`src/rtl/tmr_pkg.sv`:
```
package tmr_pkg;

  localparam int ADDR_W = 3;

  localparam logic [ADDR_W-1:0] ADR_CTRL   = 3'd0;
  localparam logic [ADDR_W-1:0] ADR_LOAD   = 3'd1;
  localparam logic [ADDR_W-1:0] ADR_BGLOAD = 3'd2;
  localparam logic [ADDR_W-1:0] ADR_CLR    = 3'd3;
  localparam logic [ADDR_W-1:0] ADR_VALUE  = 3'd4;
  localparam logic [ADDR_W-1:0] ADR_RAW    = 3'd5;
  localparam logic [ADDR_W-1:0] ADR_MASKED = 3'd6;

  // Control word, LSB first: en, oneShot, periodic, wide, preSel, intEn
  typedef struct packed {
    logic       intEn;
    logic [1:0] preSel;
    logic       wide;
    logic       periodic;
    logic       oneShot;
    logic       en;
  } ctrl_t;

  localparam int CTRL_W = $bits(ctrl_t);

  // Strobes from control to datapath, one cycle each
  typedef struct packed {
    logic loadWr;
    logic bgWr;
    logic applyLoad;
    logic decrement;
    logic zeroHit;
    logic wrapAll;
    logic reloadFromLoad;
    logic halt;
    logic wide;
  } strobe_t;

endpackage

```
`src/rtl/tmrPrescaler.sv`:
```
module tmrPrescaler #(
  parameter int SHIFT_LO = 4,
  parameter int SHIFT_HI = 8
) (
  input  logic       clk,
  input  logic       rstN,
  input  logic       run,
  input  logic       restart,
  input  logic [1:0] sel,
  output logic       tick
);
  localparam int PRE_W = SHIFT_HI;
  localparam logic [PRE_W-1:0] LIM_LO = PRE_W'((1 << SHIFT_LO) - 1);
  localparam logic [PRE_W-1:0] LIM_HI = {PRE_W{1'b1}};

  logic [PRE_W-1:0] preCnt;
  logic [PRE_W-1:0] limit;

  always_comb begin
    case (sel)
      2'b01:   limit = LIM_LO;
      2'b10:   limit = LIM_HI;
      default: limit = '0;   // 00 and 11 both divide by one
    endcase
  end

  assign tick = run && (preCnt == limit);

  always_ff @(posedge clk) begin
    if (!rstN || restart) begin
      preCnt <= '0;
    end else if (run) begin
      preCnt <= tick ? '0 : preCnt + PRE_W'(1);
    end
  end
endmodule

```
`src/rtl/tmrCtrl.sv`:
```
module tmrCtrl
  import tmr_pkg::*;
#(
  parameter int SHIFT_LO = 4,
  parameter int SHIFT_HI = 8
) (
  input  logic              clk,
  input  logic              rstN,
  input  logic              wrEn,
  input  logic [ADDR_W-1:0] wrAddr,
  input  logic [CTRL_W-1:0] ctrlData,
  input  logic              atZero,
  output strobe_t           stb,
  output ctrl_t             ctrlWord,
  output logic              irqRaw
);
  localparam ctrl_t CTRL_RST = '{intEn: 1'b1, preSel: 2'b00, default: 1'b0};

  ctrl_t ctrlQ;
  logic  pending;
  logic  halted;
  logic  tick;
  logic  ctrlWr, loadWr, bgWr, clrWr;
  logic  freeMode, periodicMode, oneShotMode;
  logic  live;

  assign ctrlWr = wrEn && (wrAddr == ADR_CTRL);
  assign loadWr = wrEn && (wrAddr == ADR_LOAD);
  assign bgWr   = wrEn && (wrAddr == ADR_BGLOAD);
  assign clrWr  = wrEn && (wrAddr == ADR_CLR);

  // Mode decode: one-shot overrides the periodic bit
  assign oneShotMode  = ctrlQ.oneShot;
  assign periodicMode = !ctrlQ.oneShot && ctrlQ.periodic;
  assign freeMode     = !ctrlQ.oneShot && !ctrlQ.periodic;

  tmrPrescaler #(
    .SHIFT_LO(SHIFT_LO),
    .SHIFT_HI(SHIFT_HI)
  ) i_pre (
    .clk    (clk),
    .rstN   (rstN),
    .run    (ctrlQ.en),
    .restart(loadWr),
    .sel    (ctrlQ.preSel),
    .tick   (tick)
  );

  assign live = tick && !pending && !halted;

  always_comb begin
    stb                = '0;
    stb.loadWr         = loadWr;
    stb.bgWr           = bgWr;
    stb.wide           = ctrlQ.wide;
    stb.applyLoad      = tick && pending;
    stb.decrement      = live && !atZero;
    stb.zeroHit        = live && atZero;
    stb.wrapAll        = live && atZero && freeMode;
    stb.reloadFromLoad = live && atZero && periodicMode;
    stb.halt           = live && atZero && oneShotMode;
  end

  always_ff @(posedge clk) begin
    if (!rstN) begin
      ctrlQ   <= CTRL_RST;
      pending <= 1'b0;
      halted  <= 1'b0;
      irqRaw  <= 1'b0;
    end else begin
      if (ctrlWr) ctrlQ <= ctrl_t'(ctrlData);

      if (loadWr)             pending <= 1'b1;
      else if (stb.applyLoad) pending <= 1'b0;

      if (loadWr)        halted <= 1'b0;
      else if (stb.halt) halted <= 1'b1;

      // a zero event in the same cycle beats the clear
      if (stb.zeroHit)    irqRaw <= 1'b1;
      else if (clrWr)     irqRaw <= 1'b0;
    end
  end

  assign ctrlWord = ctrlQ;
endmodule

```
`src/rtl/tmrDatapath.sv`:
```
module tmrDatapath
  import tmr_pkg::*;
#(
  parameter int CNT_W  = 32,
  parameter int HALF_W = 16
) (
  input  logic             clk,
  input  logic             rstN,
  input  strobe_t          stb,
  input  logic [CNT_W-1:0] wrData,
  output logic [CNT_W-1:0] countVal,
  output logic [CNT_W-1:0] loadVal,
  output logic             atZero
);
  logic [CNT_W-1:0] count, loadReg, nextCount;
  logic [CNT_W-1:0] narrowDec, narrowWrap;

  // Narrow variant touches only the low half when the counter is wider
  generate
    if (CNT_W > HALF_W) begin : g_split
      assign narrowDec  = {count[CNT_W-1:HALF_W], count[HALF_W-1:0] - HALF_W'(1)};
      assign narrowWrap = {count[CNT_W-1:HALF_W], {HALF_W{1'b1}}};
    end else begin : g_flat
      assign narrowDec  = count - CNT_W'(1);
      assign narrowWrap = {CNT_W{1'b1}};
    end
  endgenerate

  assign atZero = stb.wide ? (count == '0) : (count[HALF_W-1:0] == '0);

  always_comb begin
    nextCount = count;
    if (stb.applyLoad || stb.reloadFromLoad) nextCount = loadReg;
    else if (stb.wrapAll)   nextCount = stb.wide ? {CNT_W{1'b1}} : narrowWrap;
    else if (stb.decrement) nextCount = stb.wide ? count - CNT_W'(1) : narrowDec;
  end

  always_ff @(posedge clk) begin
    if (!rstN) begin
      count   <= {CNT_W{1'b1}};
      loadReg <= '0;
    end else begin
      count <= nextCount;
      if (stb.loadWr || stb.bgWr) loadReg <= wrData;
    end
  end

  assign countVal = count;
  assign loadVal  = loadReg;
endmodule

```
`src/rtl/progDownTimer.sv`:
```
module progDownTimer
  import tmr_pkg::*;
#(
  parameter int CNT_W    = 32,
  parameter int HALF_W   = 16,
  parameter int SHIFT_LO = 4,
  parameter int SHIFT_HI = 8
) (
  input  logic              clk,
  input  logic              rstN,
  input  logic              wrEn,
  input  logic [ADDR_W-1:0] wrAddr,
  input  logic [CNT_W-1:0]  wrData,
  input  logic [ADDR_W-1:0] rdAddr,
  output logic [CNT_W-1:0]  rdData,
  output logic              irqRaw,
  output logic              irqMasked
);
  strobe_t          stb;
  ctrl_t            ctrlWord;
  logic [CNT_W-1:0] countVal, loadVal;
  logic             atZero;
  logic             ctrlEn;

  tmrCtrl #(
    .SHIFT_LO(SHIFT_LO),
    .SHIFT_HI(SHIFT_HI)
  ) i_ctrl (
    .clk     (clk),
    .rstN    (rstN),
    .wrEn    (wrEn),
    .wrAddr  (wrAddr),
    .ctrlData(wrData[CTRL_W-1:0]),
    .atZero  (atZero),
    .stb     (stb),
    .ctrlWord(ctrlWord),
    .irqRaw  (irqRaw)
  );

  tmrDatapath #(
    .CNT_W (CNT_W),
    .HALF_W(HALF_W)
  ) i_dp (
    .clk     (clk),
    .rstN    (rstN),
    .stb     (stb),
    .wrData  (wrData),
    .countVal(countVal),
    .loadVal (loadVal),
    .atZero  (atZero)
  );

  assign ctrlEn    = ctrlWord.en;
  assign irqMasked = irqRaw && ctrlWord.intEn;

  always_comb begin
    case (rdAddr)
      ADR_CTRL:   rdData = CNT_W'(ctrlWord);
      ADR_LOAD:   rdData = loadVal;
      ADR_VALUE:  rdData = countVal;
      ADR_RAW:    rdData = CNT_W'(irqRaw);
      ADR_MASKED: rdData = CNT_W'(irqMasked);
      default:    rdData = '0;
    endcase
  end
endmodule

```
`config.mk`:
```
export PLATFORM = sky130hd
export DESIGN_NAME = progDownTimer
export DESIGN_NICKNAME = d
export VERILOG_FILES = /design/src/rtl/tmr_pkg.sv /design/src/rtl/tmrPrescaler.sv /design/src/rtl/tmrCtrl.sv /design/src/rtl/tmrDatapath.sv /design/src/rtl/progDownTimer.sv
export SDC_FILE = /design/constraint.sdc
export NUM_CORES = 1
export LEC_CHECK = 0
export BUFFER_PORTS_ARGS = -buffer_cell sky130_fd_sc_hd__buf_2
export CORE_ASPECT_RATIO = 1.1
export CORE_MARGIN = 1.5
export CORE_UTILIZATION = 52
export CTS_CLUSTER_SIZE = 24
export DETAILED_ROUTE_END_ITERATION = 12
export HOLD_SLACK_MARGIN = 0.08
export PLACE_DENSITY = 0.71
export SYNTH_ARGS = -nofsm -noshare
export SYNTH_HDL_FRONTEND = slang
export SYNTH_SLANG_ARGS = --single-unit
```
`constraint.sdc`:
```
create_clock -name clk -period 2.6 [get_ports clk]
set_clock_uncertainty 0.1 [all_clocks]
set_input_delay 0.13 -clock clk [delete_from_list [all_inputs] [get_ports clk]]
set_output_delay 0.13 -clock clk [all_outputs]
set_load 0.02 [all_outputs]
```
After elaboration in Yosys (flattened, before gate mapping). Index checks and enable logic that the tools add are counted.

Equality and inequality tests: 12. Add/sub/neg operators: 3. Reduce and logical (&&, ||, !) cells: 34. Muxes and demuxes: 13. Bitwise logic cells: 1.

Operators by type and width (count): two-way mux 32 bit (5); case mux 32 bit (5 select lines) (1); zero test 32 bit (1); subtractor 32 x 1 -> 32 bit, second input constant (1); logical AND 1 bit (16); zero test 16 bit (1); case mux 8 bit (2 select lines) (1); subtractor 16 x 1 -> 16 bit, second input constant (1); == test 3 bit, second input constant (3); adder 8 x 1 -> 8 bit, second input constant (1); == test 8 bit (1); two-way mux 8 bit (1); == test 3 x 1 -> 1 bit, second input constant (2); == test 3 x 2 -> 1 bit, second input constant (2); zero test 1 bit (6); zero test 3 bit (2); != test 3 x 2 -> 1 bit, second input constant (2); two-way mux 1 bit (5); nonzero test 2 bit (2); logical OR 1 bit (3); AND reduction 3 bit (1); nonzero test 3 bit (1); == test 2 x 1 -> 1 bit, second input constant (1); == test 2 bit, second input constant (1); other kinds (2) (2).

Word-level logic and storage cells: 76. Input port bits: 41. Register bits after elaboration: 82.

Logic depth before layout (Yosys ltp). Gate-level depths: netlist (run 1).

Depth after elaboration: 11. Depth in mapped cells: 10. Mapped depth without buffers: 8.

By module. Synthesis (run 1) repeated with hierarchy kept, for this count alone.

Cell total of the unflattened synthesis: 605. Area total of the unflattened synthesis: 4887.2 um^2.

By module, submodules not included: tmrDatapath (times used 1, seq. area each 1281.2 um^2, cells each 433, area an instance 3335.7 um^2); tmrCtrl (times used 1, seq. area each 200.2 um^2, cells each 57, area an instance 536.8 um^2); progDownTimer (times used 1, seq. area each 0.0 um^2, cells each 66, area an instance 530.5 um^2); tmrPrescaler (times used 1, seq. area each 160.2 um^2, cells each 49, area an instance 484.2 um^2).

Least setup slack after synthesis (run 1). Ideal clock, no wire load.

Path type: register to register. Start point: reg i_dp.count[17], in the netlist i_dp.countVal[17]. End point: reg i_dp.count[27], in the netlist i_dp.countVal[27]. Required time: 2.404 ns. Library setup time: 0.096 ns. Stages on the path, launching flop included: 9. Path slack: 0.262 ns. Arrival time: 2.142 ns. Path through: dfxtp_1 -> buf_2 -> nor4_4 -> nand4_2 -> or4_4 -> a31oi_4 -> buf_6 -> nor3_1 -> o41ai_2.

Cells in the longest elaborated chain, start to end: 7. Elaborated cells between the ends (all ways): 17. Those cells by class: add/sub: 1; eq/ne: 2; mux: 5; reduce/logical: 9.

RTL lines: start: declaration (RTL line tmrDatapath.sv:15) `logic [CNT_W-1:0] count, loadReg, nextCount;`; start signal: assignment (RTL line tmrDatapath.sv:40) `count <= {CNT_W{1'b1}};`; start signal: assignment (RTL line tmrDatapath.sv:43) `count <= nextCount;`; parallel branches: the longest is 7 deep, another holds subtractor 32 x 1 -> 32 bit.

Several ways; the timed one is not identified. The select of a mux whose other input is x is not followed. A chain may end at the register's enable or synchronous reset.

Worst setup path after layout (run 1).
Start point: reg i_dp.count[22], in the netlist i_dp.countVal[22]. End point: reg i_dp.count[10], in the netlist i_dp.countVal[10].

Cells in the longest elaborated chain, start to end: 6. Elaborated cells between the ends (all ways): 11. Those cells by class: mux: 3; reduce/logical: 8.

RTL lines: zero test 32 bit * (RTL line tmrDatapath.sv:29) `assign atZero = stb.wide ? (count == '0) : (count[HALF_W-1:0] == '0);`; two-way mux 1 bit * (RTL line tmrDatapath.sv:29); logical AND 1 bit (RTL line tmrCtrl.sv:59, tmrCtrl.sv:60); logical AND 1 bit, on equally long branches (RTL line tmrCtrl.sv:59, tmrCtrl.sv:60); two-way mux 32 bit or logical OR 1 bit (tied branches) (RTL line tmrDatapath.sv:34, tmrDatapath.sv:33); two-way mux 32 bit or nonzero test 3 bit (tied branches).

Mark *: on every way between the ends. The rest lies on a longest branch, timed or not.

==> impl_metrics.py, run 1 <==
metrics = {
    "floorplan": {
        "start_util_pct": 53.26,
        "die-area_mm2": 0.009622,
        "io_pins": 75,
        "coreArea_mm2": 0.008828,
        "die_height_um": 102.7,
        "fp-row-count": 36,
        "die-width_um": 93.67,
    },
    "finish": {
        "drive_above_1_share_pct": 19.76,
        "fillers": 786,
        "final_core_util_pct": 66.96,
        "diodes": 0,
        "stdcell_count": 853,
        "nets": 780,
        "area_growth_pct": 25.73,
    },
    "placement": {
        "dp.final_hpwl_mm": 9.264,
        "place_congestion": 0.8835,
        "dp.cells": 803,
        "port_buffers": 74,
    },
    "pwr": {
        "seq_power_share_pct": 49.4,
        "power_w": 0.002661,
        "clkPwrFrac_pct": 38.8,
        "powerDensity_mw_per_mm2": 450.1,
        "power.leakage_nw": 2.358,
        "total_switching_power_w": 0.0006509,
        "ir_drop_mv": 0.2927,
        "intPower_w": 0.002010,
        "power_frac_comb_pct": 11.7,
        "switching_share_pct": 24.46,
    },
    "logic_synthesis": {
        "synth_top_flop_cell": "dfxtp_1",
        "postSynthAreaPerCell_um2": 7.499,
        "ys_warn_count": 0,
        "synthesis.area_mm2": 0.004702,
        "synth_cells": 627,
        "synth_edf_count": 0,
        "ys_seq_area_share_pct": 34.91,
        "synth_seq_cells": 82,
        "async_flop_share_pct": 0,
        "syn_nets": 672,
        "yosysUniqueCellTypes": 58,
    },
    "critical_path": {
        "path_class": "flop to flop",
        "cpPeakStageDelay_ns": 0.39,
        "start_kind": "flop",
        "cp_slowest_cell": "dfxtp_1",
        "cp_cell_sequence": "nor4_2 -> nand4_2 -> buf_4 -> o21a_1 -> o311ai_1 -> buf_4 -> nor2_1 -> buf_4 -> a22oi_1",
        "crit_top_cell": "buf_4",
        "path_max_fanout": 7,
        "critPathCaptureType": "flop",
        "critPathRequiredTime_ns": 2.78,
        "critical_path_arrival_ns": 2.60,
    },
    "global_route": {
        "grt_max_degree": 43,
        "grt_overflow_total": 0,
        "grt_pass1_wl_mm": 23.32,
        "grt_usage_pct": 30.49,
        "grt_pass1_vias": 4907,
        "antenna_found_initial": 0,
    },
    "status": {
        "status": "finished clean",
    },
    "clock_network": {
        "path_clk_slew_ns": 0.08,
        "clk-insertion-delay-late_ns": 0.36,
        "htreeDepth": 3,
        "numCtsBuffers": 9,
        "cts_tree": "done",
        "ctsRootBufferMaster": "clkbuf_8",
        "post_cts_buffers": 0,
        "clock_sinks": 82,
        "clock_path_buffers": 2,
    },
    "route": {
        "drc_errors": 0,
        "vias": 5097,
        "drt-wirelength-per-cell_um": 16.43,
        "wirelength_mm": 14.01,
        "ant_nets": 0,
        "drt_first_pass_iters": 5,
        "via_per_inst": 5.975,
        "drt_iter0_markers": 338,
    },
    "timing": {
        "setup-tns-final_ns": 0,
        "rsz0062_at_grt": "false",
        "fin_crit_sh_pct": 93.17,
        "period_minus_slack_ns": 2.423,
        "fmax_mhz": 412.8,
        "setup_violations": 0,
        "tightest_slew_ns": 0.9220,
        "relSlewSlack_pct": 38.06,
        "hold_violations": 0,
        "report.final.slew_viol_count": 0,
    },
    "hold_path": {
        "hold_class": "primary input to flop",
    },
    "flow_run": {
        "maxCapViolCount": 0,
    },
}
==> metal layers <==
layer / routed length (um) / up-vias / global-route usage, %
met2: 6797 / 147 / 52.73
met4: 339 / 0 / 12.40
li1: - / 2479 / -
met1: 6161 / 2442 / 38.28
met5: 0 / - / 0
met3: 713 / 29 / 4.351
==> state kept, by name (all words and copies together), names as in the netlist <==
register	cells
i_dp.countVal	32
i_dp.loadVal	32
i_ctrl.i_pre.preCnt	8
i_ctrl.ctrlWord	6
i_ctrl.halted	1
i_ctrl.irqRaw	1
i_ctrl.oneShotMode	1
i_ctrl.pending	1
==> worst max-delay path: cells and delay by family (launching register included) <==
family | cells | cell delay [ns]
AO/OA/AOI/OAI | 3 | 0.68
AND/OR/NAND/NOR | 3 | 0.60
buffers and inverters | 3 | 0.57
flip-flops | 1 | 0.39
==> cell families (layout without fill, tap and decap cells) <==
| logic type | Yosys count | after routing | share of synthesized area [%] |
|---|---|---|---|
| DFF | 82 | 82 | 34.91 |
| and+or+nand+nor | 246 | 246 | 25.81 |
| muxes | 8 | 8 | 1.703 |
| buffers and inverters | 64 | 176 | 5.774 |
| xor gates and xnor gates | 21 | 21 | 3.912 |
| AOI/OAI and AO/OA | 202 | 202 | 26.82 |
| adders and majority gates | 4 | 4 | 1.064 |
==> power by group through the flow <==
stage	clock, W	sequential, W	combinational (W)
6_report	0.00103	0.00132	0.000313
5_1_grt	0.00110	0.00132	0.000344
4_1_cts	0.00104	0.00131	0.000309
3_5_place_dp	0	0.00134	0.000268
3_3_place_gp	0	0.00134	0.000263
2_1_floorplan	0	0.00133	0.000176
==> area by class of cell <==
cell class,count,area (um2),share of cell area (%)
sequential,82,1642,27.77
timing repair buffer,145,1020,17.25
tap,114,142.6,2.413
inverter,16,60.06,1.016
clock inverter,2,60.06,1.016
multi-input combinational,481,2829,47.85
clock buffer,13,158.9,2.688
==> cell usage after synthesis, types with 2 or more instances <==
| cell | count | area share (%) |
|---|---|---|
| nor3_1 | 19 | 2.0 |
| a22oi_1 | 2 | 0.32 |
| o31ai_1 | 2 | 0.32 |
| o22ai_1 | 16 | 2.1 |
| buf_6 | 3 | 0.72 |
| clkbuf_1 | 37 | 3.0 |
| or3_1 | 4 | 0.53 |
| nand4_1 | 9 | 1.2 |
| or2_2 | 3 | 0.40 |
| a21oi_1 | 88 | 9.4 |
| inv_1 | 16 | 1.3 |
| nand2_1 | 109 | 8.7 |
| a21o_1 | 2 | 0.32 |
| nor4_4 | 2 | 0.90 |
| xor2_1 | 19 | 3.5 |
| a211oi_1 | 3 | 0.48 |
| buf_2 | 7 | 0.75 |
| and3_1 | 5 | 0.67 |
| a31oi_1 | 12 | 1.6 |
| ha_1 | 4 | 1.1 |
| xnor2_1 | 2 | 0.37 |
| a32oi_1 | 6 | 1.1 |
| mux2i_1 | 8 | 1.7 |
| nor4b_1 | 2 | 0.37 |
| nor4_2 | 4 | 1.1 |
| dfxtp_1 | 82 | 35 |
| nor2_1 | 43 | 3.4 |
| o21ai_1 | 6 | 0.64 |
| o21ai_0 | 25 | 2.7 |
| a22o_1 | 26 | 4.8 |
| o221ai_1 | 2 | 0.37 |
| nor4_1 | 9 | 1.2 |
| nand2b_1 | 5 | 0.67 |
| or4_1 | 4 | 0.64 |
| nor3b_1 | 5 | 0.80 |
| nor2b_1 | 2 | 0.27 |
| nand3_1 | 11 | 1.2 |
| and2_1 | 3 | 0.40 |
==> repair_timing <==
item,4_1_cts,5_1_grt
resized for setup,0,8
endpoints found under the setup margin,0,32
hold buffers,35,0
hold endpoints to repair,41,0
==> layout by cell type, fill, tap and decap left out, drive strengths merged, types with 3 or more instances in the layout <==
master       instances
a211oi               3
a21oi               88
a22o                26
a31oi               13
a32oi                6
and2                 4
and3                 5
buf                110
clkbuf              13
dfxtp               82
dlygate4sd3         35
ha                   4
inv                 16
mux2i                8
nand2              109
nand2b               5
nand3               11
nand4               10
nor2                43
nor3                19
nor3b                5
nor4                15
o21ai               31
o22ai               16
or2                  3
or3                  4
or4                  5
xor2                19
==> path summary, 6_finish.rpt <==
kind / from / endpoint / slack [ns] / cells past startpoint
worst max-delay path: i_dp.countVal[22] / i_dp.countVal[10] / 0.18 / 9
worst min-delay path: rstN / i_dp.countVal[0] / 0.11 / 3
worst max register to register: i_dp.countVal[22] / i_dp.countVal[10] / 0.18 / 9
worst min register to register: i_dp.loadVal[19] / i_dp.loadVal[19] / 0.38 / 2
==> per-stage QoR <==
stage          setup slack (ns)  instance area [um2]  hold slack, ns
3_3_place_gp             0.1910                 5305          0.2634
5_1_grt                0.005394                 5912          0.1113
4_1_cts                 0.07992                 5874         0.09063
3_5_place_dp            0.08539                 5305          0.2652
2_1_floorplan            0.2622                 4702          0.1540
6_report                 0.1775                 5912          0.1055
Power figures use the tool's default switching activity.
==> run 2: changes to the inputs <==
--- a/config.mk
+++ b/config.mk
@@ -6,13 +6,16 @@
 export NUM_CORES = 1
 export LEC_CHECK = 0
 export BUFFER_PORTS_ARGS = -buffer_cell sky130_fd_sc_hd__buf_2
+export CAP_MARGIN = 20
+export CELL_PAD_IN_SITES_DETAIL_PLACEMENT = 1
+export CELL_PAD_IN_SITES_GLOBAL_PLACEMENT = 1
 export CORE_ASPECT_RATIO = 1.1
 export CORE_MARGIN = 1.5
-export CORE_UTILIZATION = 52
+export CORE_UTILIZATION = 41
 export CTS_CLUSTER_SIZE = 24
 export DETAILED_ROUTE_END_ITERATION = 12
 export HOLD_SLACK_MARGIN = 0.08
-export PLACE_DENSITY = 0.71
+export PLACE_DENSITY_LB_ADDON = 0.1
 export SYNTH_ARGS = -nofsm -noshare
 export SYNTH_HDL_FRONTEND = slang
 export SYNTH_SLANG_ARGS = --single-unit
==> impl_metrics.py, run 2 (synthesized netlist as in run 1, its figures left out) <==
metrics = {
    "status": {
        "status": "finished clean",
    },
    "clock_network": {
        "cts_tree": "done",
        "clk-insertion-delay-late_ns": 0.34,
        "htreeDepth": 3,
        "clock_sinks": 82,
        "ctsRootBufferMaster": "clkbuf_16",
        "path_clk_slew_ns": 0.06,
        "clock_path_buffers": 2,
        "numCtsBuffers": 9,
    },
    "critical_path": {
        "reg2regPathDepth": 10,
        "worstReg2RegStart": "i_dp.countVal[0]",
        "critical_path_arrival_ns": 2.70,
        "critPathRequiredTime_ns": 2.75,
        "start_kind": "flop",
        "path_max_fanout": 15,
        "path_class": "flop to flop",
        "critPathCaptureType": "flop",
        "rr_endpoint": "i_dp.countVal[0]",
        "reg2reg_setup_slack_ns": 0.06,
    },
    "floorplan": {
        "io_pins": 75,
        "start_util_pct": 42.51,
        "coreArea_mm2": 0.01106,
        "die-area_mm2": 0.01212,
        "fp-row-count": 40,
        "die-width_um": 105.1,
        "die_height_um": 115.3,
    },
    "route": {
        "drc_errors": 0,
        "drt-wirelength-per-cell_um": 19.17,
        "ant_nets": 0,
        "via_per_inst": 5.878,
        "vias": 5267,
        "wirelength_mm": 17.18,
        "drt_iter0_markers": 204,
        "drt_first_pass_iters": 6,
    },
    "placement": {
        "dp.final_hpwl_mm": 11.22,
        "place_congestion": 0.8831,
        "port_buffers": 74,
    },
    "finish": {
        "layout_common_cells": "nand2_1 (109), a21oi_1 (87), dfxtp_1 (81)",
        "nets": 793,
        "drive_above_1_share_pct": 21.63,
        "final_common_cell": "nand2_1",
        "diodes": 0,
        "fillers": 1393,
        "final_core_util_pct": 55.53,
        "area_growth_pct": 30.63,
    },
    "hold_path": {
        "whs_endpoint": "i_ctrl.pending",
        "min_path_cells": 4,
        "hold_class": "primary input to flop",
        "min_from": "wrAddr[1]",
    },
    "timing": {
        "period_minus_slack_ns": 2.543,
        "hold_violations": 0,
        "fin_hold_ws_ns": 0.1035,
        "report.final.slew_viol_count": 0,
        "relSlewSlack_pct": 62.47,
        "tightest_slew_ns": 0.5587,
        "fin_crit_sh_pct": 97.82,
        "fmax_mhz": 393.2,
        "setup_violations": 0,
    },
    "pwr": {
        "power_frac_comb_pct": 11.8,
        "intPower_w": 0.002077,
        "ir_drop_mv": 0.3395,
        "powerDensity_mw_per_mm2": 454.9,
        "switching_share_pct": 25.66,
        "seq_power_share_pct": 47.1,
        "clkPwrFrac_pct": 41.1,
        "total_switching_power_w": 0.0007169,
        "power.leakage_nw": 2.439,
    },
    "global_route": {
        "grt_max_degree": 33,
        "antenna_found_initial": 0,
        "grt_pass1_wl_mm": 27.12,
        "grt_usage_pct": 28.10,
        "grt_overflow_total": 0,
        "grt_pass1_vias": 5400,
    },
    "flow_run": {
        "maxCapViolCount": 0,
    },
}
run 2: changes by cell type in the layout (fill, tap and decap cells not counted), moves of 3 or more:
| cell | change |
|---|---|
| buf_4 | +10 |
| clkbuf_16 | +11 |
| clkbuf_8 | -10 |
| o21ai_0 | -3 |
| o21ai_1 | +3 |
run 2: critical path, cell delays in order (launching register included):
cell       delay [ns]
dfxtp_1          0.33
inv_2            0.10
ha_4             0.14
nor3b_4          0.19
nand4_1          0.20
or4_4            0.54
a31oi_4          0.25
buf_4            0.18
clkbuf_16        0.17
nor3_1           0.05
o21ai_0          0.20
run 2: through the flow:
step	power (W)	instances	cell area [um2]	setup slack [ns]	setup TNS, ns
final	0.002794	896	6142	0.05664	0
after global routing	0.002888	896	6142	-0.1531	-0.2120
after CTS	0.002801	889	5997	0.01156	0
after detailed placement	0.001627	841	5386	-0.01194	-0.01194
after global placement	0.001618	841	5386	0.1576	0
after floorplan	0.001508	627	4702	0.2622	0
run 2: final cells by class:
cell class,instances,area (um2),share of cell area [%]
Clock buffer,11,242.7,3.952
Clock inverter,1,5.005,0.08148
Inverter,16,60.06,0.9778
Multi-Input combinational cell,481,2849,46.38
Sequential cell,82,1645,26.79
Tap cell,147,183.9,2.994
Timing Repair Buffer,158,1156,18.82
run 2: power by group through the flow:
stage | Combinational (W) | Clock, W | Sequential (W)
3_5_place_dp | 0.000284 | 0 | 0.00134
5_1_grt | 0.000361 | 0.00121 | 0.00132
3_3_place_gp | 0.000276 | 0 | 0.00134
4_1_cts | 0.000325 | 0.00116 | 0.00132
6_report | 0.000331 | 0.00115 | 0.00132
2_1_floorplan | 0.000176 | 0 | 0.00133
run 2: timing repair:
item	CTS	global route
gates cloned	0	2
pin swaps	2	6
gates resized for setup	1	17
endpoints found under the setup margin	4	32
setup buffers	1	5
hold buffers	35	0
hold endpoints to repair	41	0
run 2: layer usage:
| layer | track usage (%) | wire [um] | up-vias |
|---|---|---|---|
| met4 | 8.676 | 374 | 0 |
| li1 | - | - | 2500 |
| met2 | 52.81 | 8787 | 145 |
| met3 | 4.989 | 740 | 29 |
| met5 | 0 | 0 | - |
| met1 | 32.43 | 7277 | 2593 |
run 2: worst max-delay path by stage:
stage	from	end	depth (start not counted)
CTS	i_ctrl.ctrlWord[4]	i_dp.countVal[2]	9
floorplan	i_dp.countVal[17]	i_dp.countVal[27]	8
detailed placement	i_dp.countVal[1]	i_dp.countVal[14]	9
finish	i_dp.countVal[0]	i_dp.countVal[0]	10
global placement	i_dp.countVal[1]	i_dp.countVal[14]	9
global route	i_dp.countVal[0]	i_dp.countVal[0]	10
==> run 3: changes to the inputs <==
--- a/config.mk
+++ b/config.mk
@@ -15,7 +15,7 @@
 export CTS_CLUSTER_SIZE = 24
 export DETAILED_ROUTE_END_ITERATION = 12
 export HOLD_SLACK_MARGIN = 0.08
-export PLACE_DENSITY_LB_ADDON = 0.1
+export PLACE_DENSITY_LB_ADDON = 0.3
 export SYNTH_ARGS = -nofsm -noshare
 export SYNTH_HDL_FRONTEND = slang
 export SYNTH_SLANG_ARGS = --single-unit
==> impl_metrics.py, run 3 (synthesized netlist as in run 1, its figures left out) <==
metrics = {
    "pwr": {
        "power.leakage_nw": 2.444,
        "power_frac_comb_pct": 10.9,
        "intPower_w": 0.002189,
        "switching_share_pct": 25.32,
        "powerDensity_mw_per_mm2": 479.3,
        "clkPwrFrac_pct": 44.0,
        "seq_power_share_pct": 45.1,
        "ir_drop_mv": 0.2910,
        "total_switching_power_w": 0.0007421,
    },
    "clock_network": {
        "path_clk_slew_ns": 0.06,
        "htreeDepth": 3,
        "clk-insertion-delay-late_ns": 0.35,
        "clock_sinks": 82,
        "numCtsBuffers": 9,
        "cts_tree": "done",
        "clock_path_buffers": 2,
        "ctsRootBufferMaster": "clkbuf_16",
    },
    "finish": {
        "diodes": 0,
        "final_common_cell": "nand2_1",
        "final_core_util_pct": 55.29,
        "area_growth_pct": 30.07,
        "drive_above_1_share_pct": 21.31,
        "nets": 786,
        "multi_input_area_mm2": 0.002841,
        "fillers": 1396,
        "regArea_mm2": 0.001643,
        "stdcell_count": 893,
        "layout_common_cells": "nand2_1 (109), a21oi_1 (87), dfxtp_1 (81)",
    },
    "timing": {
        "setup-tns-final_ns": 0,
        "report.final.slew_viol_count": 0,
        "setup_violations": 0,
        "tightest_slew_ns": 0.7451,
        "relSlewSlack_pct": 50.25,
        "hold_violations": 0,
        "fin_crit_sh_pct": 96.40,
        "period_minus_slack_ns": 2.506,
        "fmax_mhz": 399.0,
    },
    "global_route": {
        "grt_max_degree": 41,
        "grt_overflow_total": 0,
        "antenna_found_initial": 0,
        "grt_usage_pct": 28.71,
        "grt_pass1_vias": 5299,
        "grt_pass1_wl_mm": 27.70,
    },
    "critical_path": {
        "worstReg2RegStart": "i_dp.countVal[0]",
        "cp_slowest_cell": "or4_4",
        "reg2regPathDepth": 10,
        "critical_path_arrival_ns": 2.68,
        "cpPeakStageDelay_ns": 0.49,
        "path_class": "flop to flop",
        "path_max_fanout": 14,
        "rr_endpoint": "i_dp.countVal[16]",
        "cp_cell_sequence": "inv_1 -> ha_1 -> nor3b_2 -> nand4_1 -> or4_4 -> a31oi_4 -> buf_4 -> clkbuf_16 -> a21oi_1 -> o21ai_0",
        "start_kind": "flop",
        "critPathRequiredTime_ns": 2.77,
        "path_buf_inv": 3,
        "cpLargestDelayFamily": "simple AND/OR/NAND/NOR gates",
        "critPathCaptureType": "flop",
        "reg2reg_setup_slack_ns": 0.09,
    },
    "floorplan": {
        "coreArea_mm2": 0.01106,
        "start_util_pct": 42.51,
        "fp-row-count": 40,
        "die-width_um": 105.1,
        "die-area_mm2": 0.01212,
        "die_height_um": 115.3,
        "io_pins": 75,
    },
    "placement": {
        "dp.cells": 838,
        "dp.final_hpwl_mm": 11.03,
        "port_buffers": 74,
        "place_congestion": 0.8736,
    },
    "hold_path": {
        "hold_class": "primary input to flop",
        "whs_endpoint": "i_ctrl.irqRaw",
        "min_path_cells": 4,
        "min_from": "wrAddr[1]",
    },
    "route": {
        "wirelength_mm": 17.22,
        "drt_first_pass_iters": 5,
        "drt_iter0_markers": 357,
        "ant_nets": 0,
        "drt-wirelength-per-cell_um": 19.28,
        "vias": 5253,
        "drc_errors": 0,
        "via_per_inst": 5.882,
    },
    "flow_run": {
        "maxCapViolCount": 0,
    },
    "status": {
        "status": "finished clean",
    },
}
run 3: cell count changes in the layout (fill, tap and decap cells not counted), moves of 2 or more:
| cell | previous run | this run |
|---|---|---|
| buf_4 | 43 | 40 |
| buf_6 | 2 | 0 |
| clkinv_2 | 1 | 3 |
| dlygate4sd3_1 | 35 | 33 |
| inv_1 | 13 | 15 |
| inv_2 | 3 | 1 |
| nor2_1 | 41 | 43 |
| nor2_2 | 2 | 0 |
| nor3b_2 | 0 | 2 |
| o21ai_0 | 22 | 25 |
| o21ai_1 | 9 | 6 |
run 3: final cells by class:
| cell class | instances | share of cell area, % |
|---|---|---|
| clock inverter | 5 | 0.8797 |
| clock buffer | 11 | 3.969 |
| inverter | 16 | 0.9820 |
| timing repair buffer | 151 | 17.84 |
| multi-input combinational | 481 | 46.46 |
| sequential | 82 | 26.86 |
| tap | 147 | 3.007 |
run 3: routing by layer:
metal | GRT usage, % | wire, um
met1 | 35.07 | 7385
met2 | 51.55 | 8737
met3 | 4.478 | 709
met4 | 9.772 | 389
met5 | 0 | 0
run 3: worst max-delay path by stage:
stage	startpoint	end	slack (ns)	cells past startpoint
5_1_grt	i_dp.countVal[0]	i_dp.countVal[30]	-0.04	10
6_report	i_dp.countVal[0]	i_dp.countVal[16]	0.09	10
4_1_cts	i_dp.countVal[0]	i_dp.countVal[26]	0.002	8
3_5_place_dp	i_dp.countVal[0]	i_dp.countVal[17]	0.02	10
3_3_place_gp	i_dp.countVal[27]	i_dp.countVal[5]	0.13	9
2_1_floorplan	i_dp.countVal[17]	i_dp.countVal[27]	0.26	8
run 3: what timing repair did:
| item | CTS | global route |
|---|---|---|
| endpoints found under the hold margin | 40 | 0 |
| pin swaps | 0 | 3 |
| resized for setup | 1 | 8 |
| endpoints found under the setup margin | 6 | 32 |
| setup buffers | 0 | 4 |
| hold buffers | 33 | 0 |
| cloned | 0 | 2 |
run 3: power by group through the flow:
stage	logic, W	clock network [W]	registers (W)
floorplan	0.000176	0	0.00133
global placement	0.000269	0	0.00134
detailed placement	0.000277	0	0.00135
CTS	0.000317	0.00130	0.00132
global route	0.000349	0.00135	0.00132
finish	0.000321	0.00129	0.00132
run 3: tightest hold or removal path: stages:
cell and delay [ns]:
buf_2 0.13, nand2_1 0.06, o21ai_0 0.07, a21oi_1 0.11
run 3: stage by stage:
step	cell area, um2	setup WS (ns)	hold slack (ns)	power, W
6_report	6116	0.09373	0.08938	0.002931
5_1_grt	6116	-0.03511	0.1187	0.003028
4_1_cts	5995	0.002427	0.09165	0.002935
3_5_place_dp	5361	0.01845	0.2754	0.001624
3_3_place_gp	5361	0.1309	0.2687	0.001614
2_1_floorplan	4702	0.2622	0.1540	0.001508
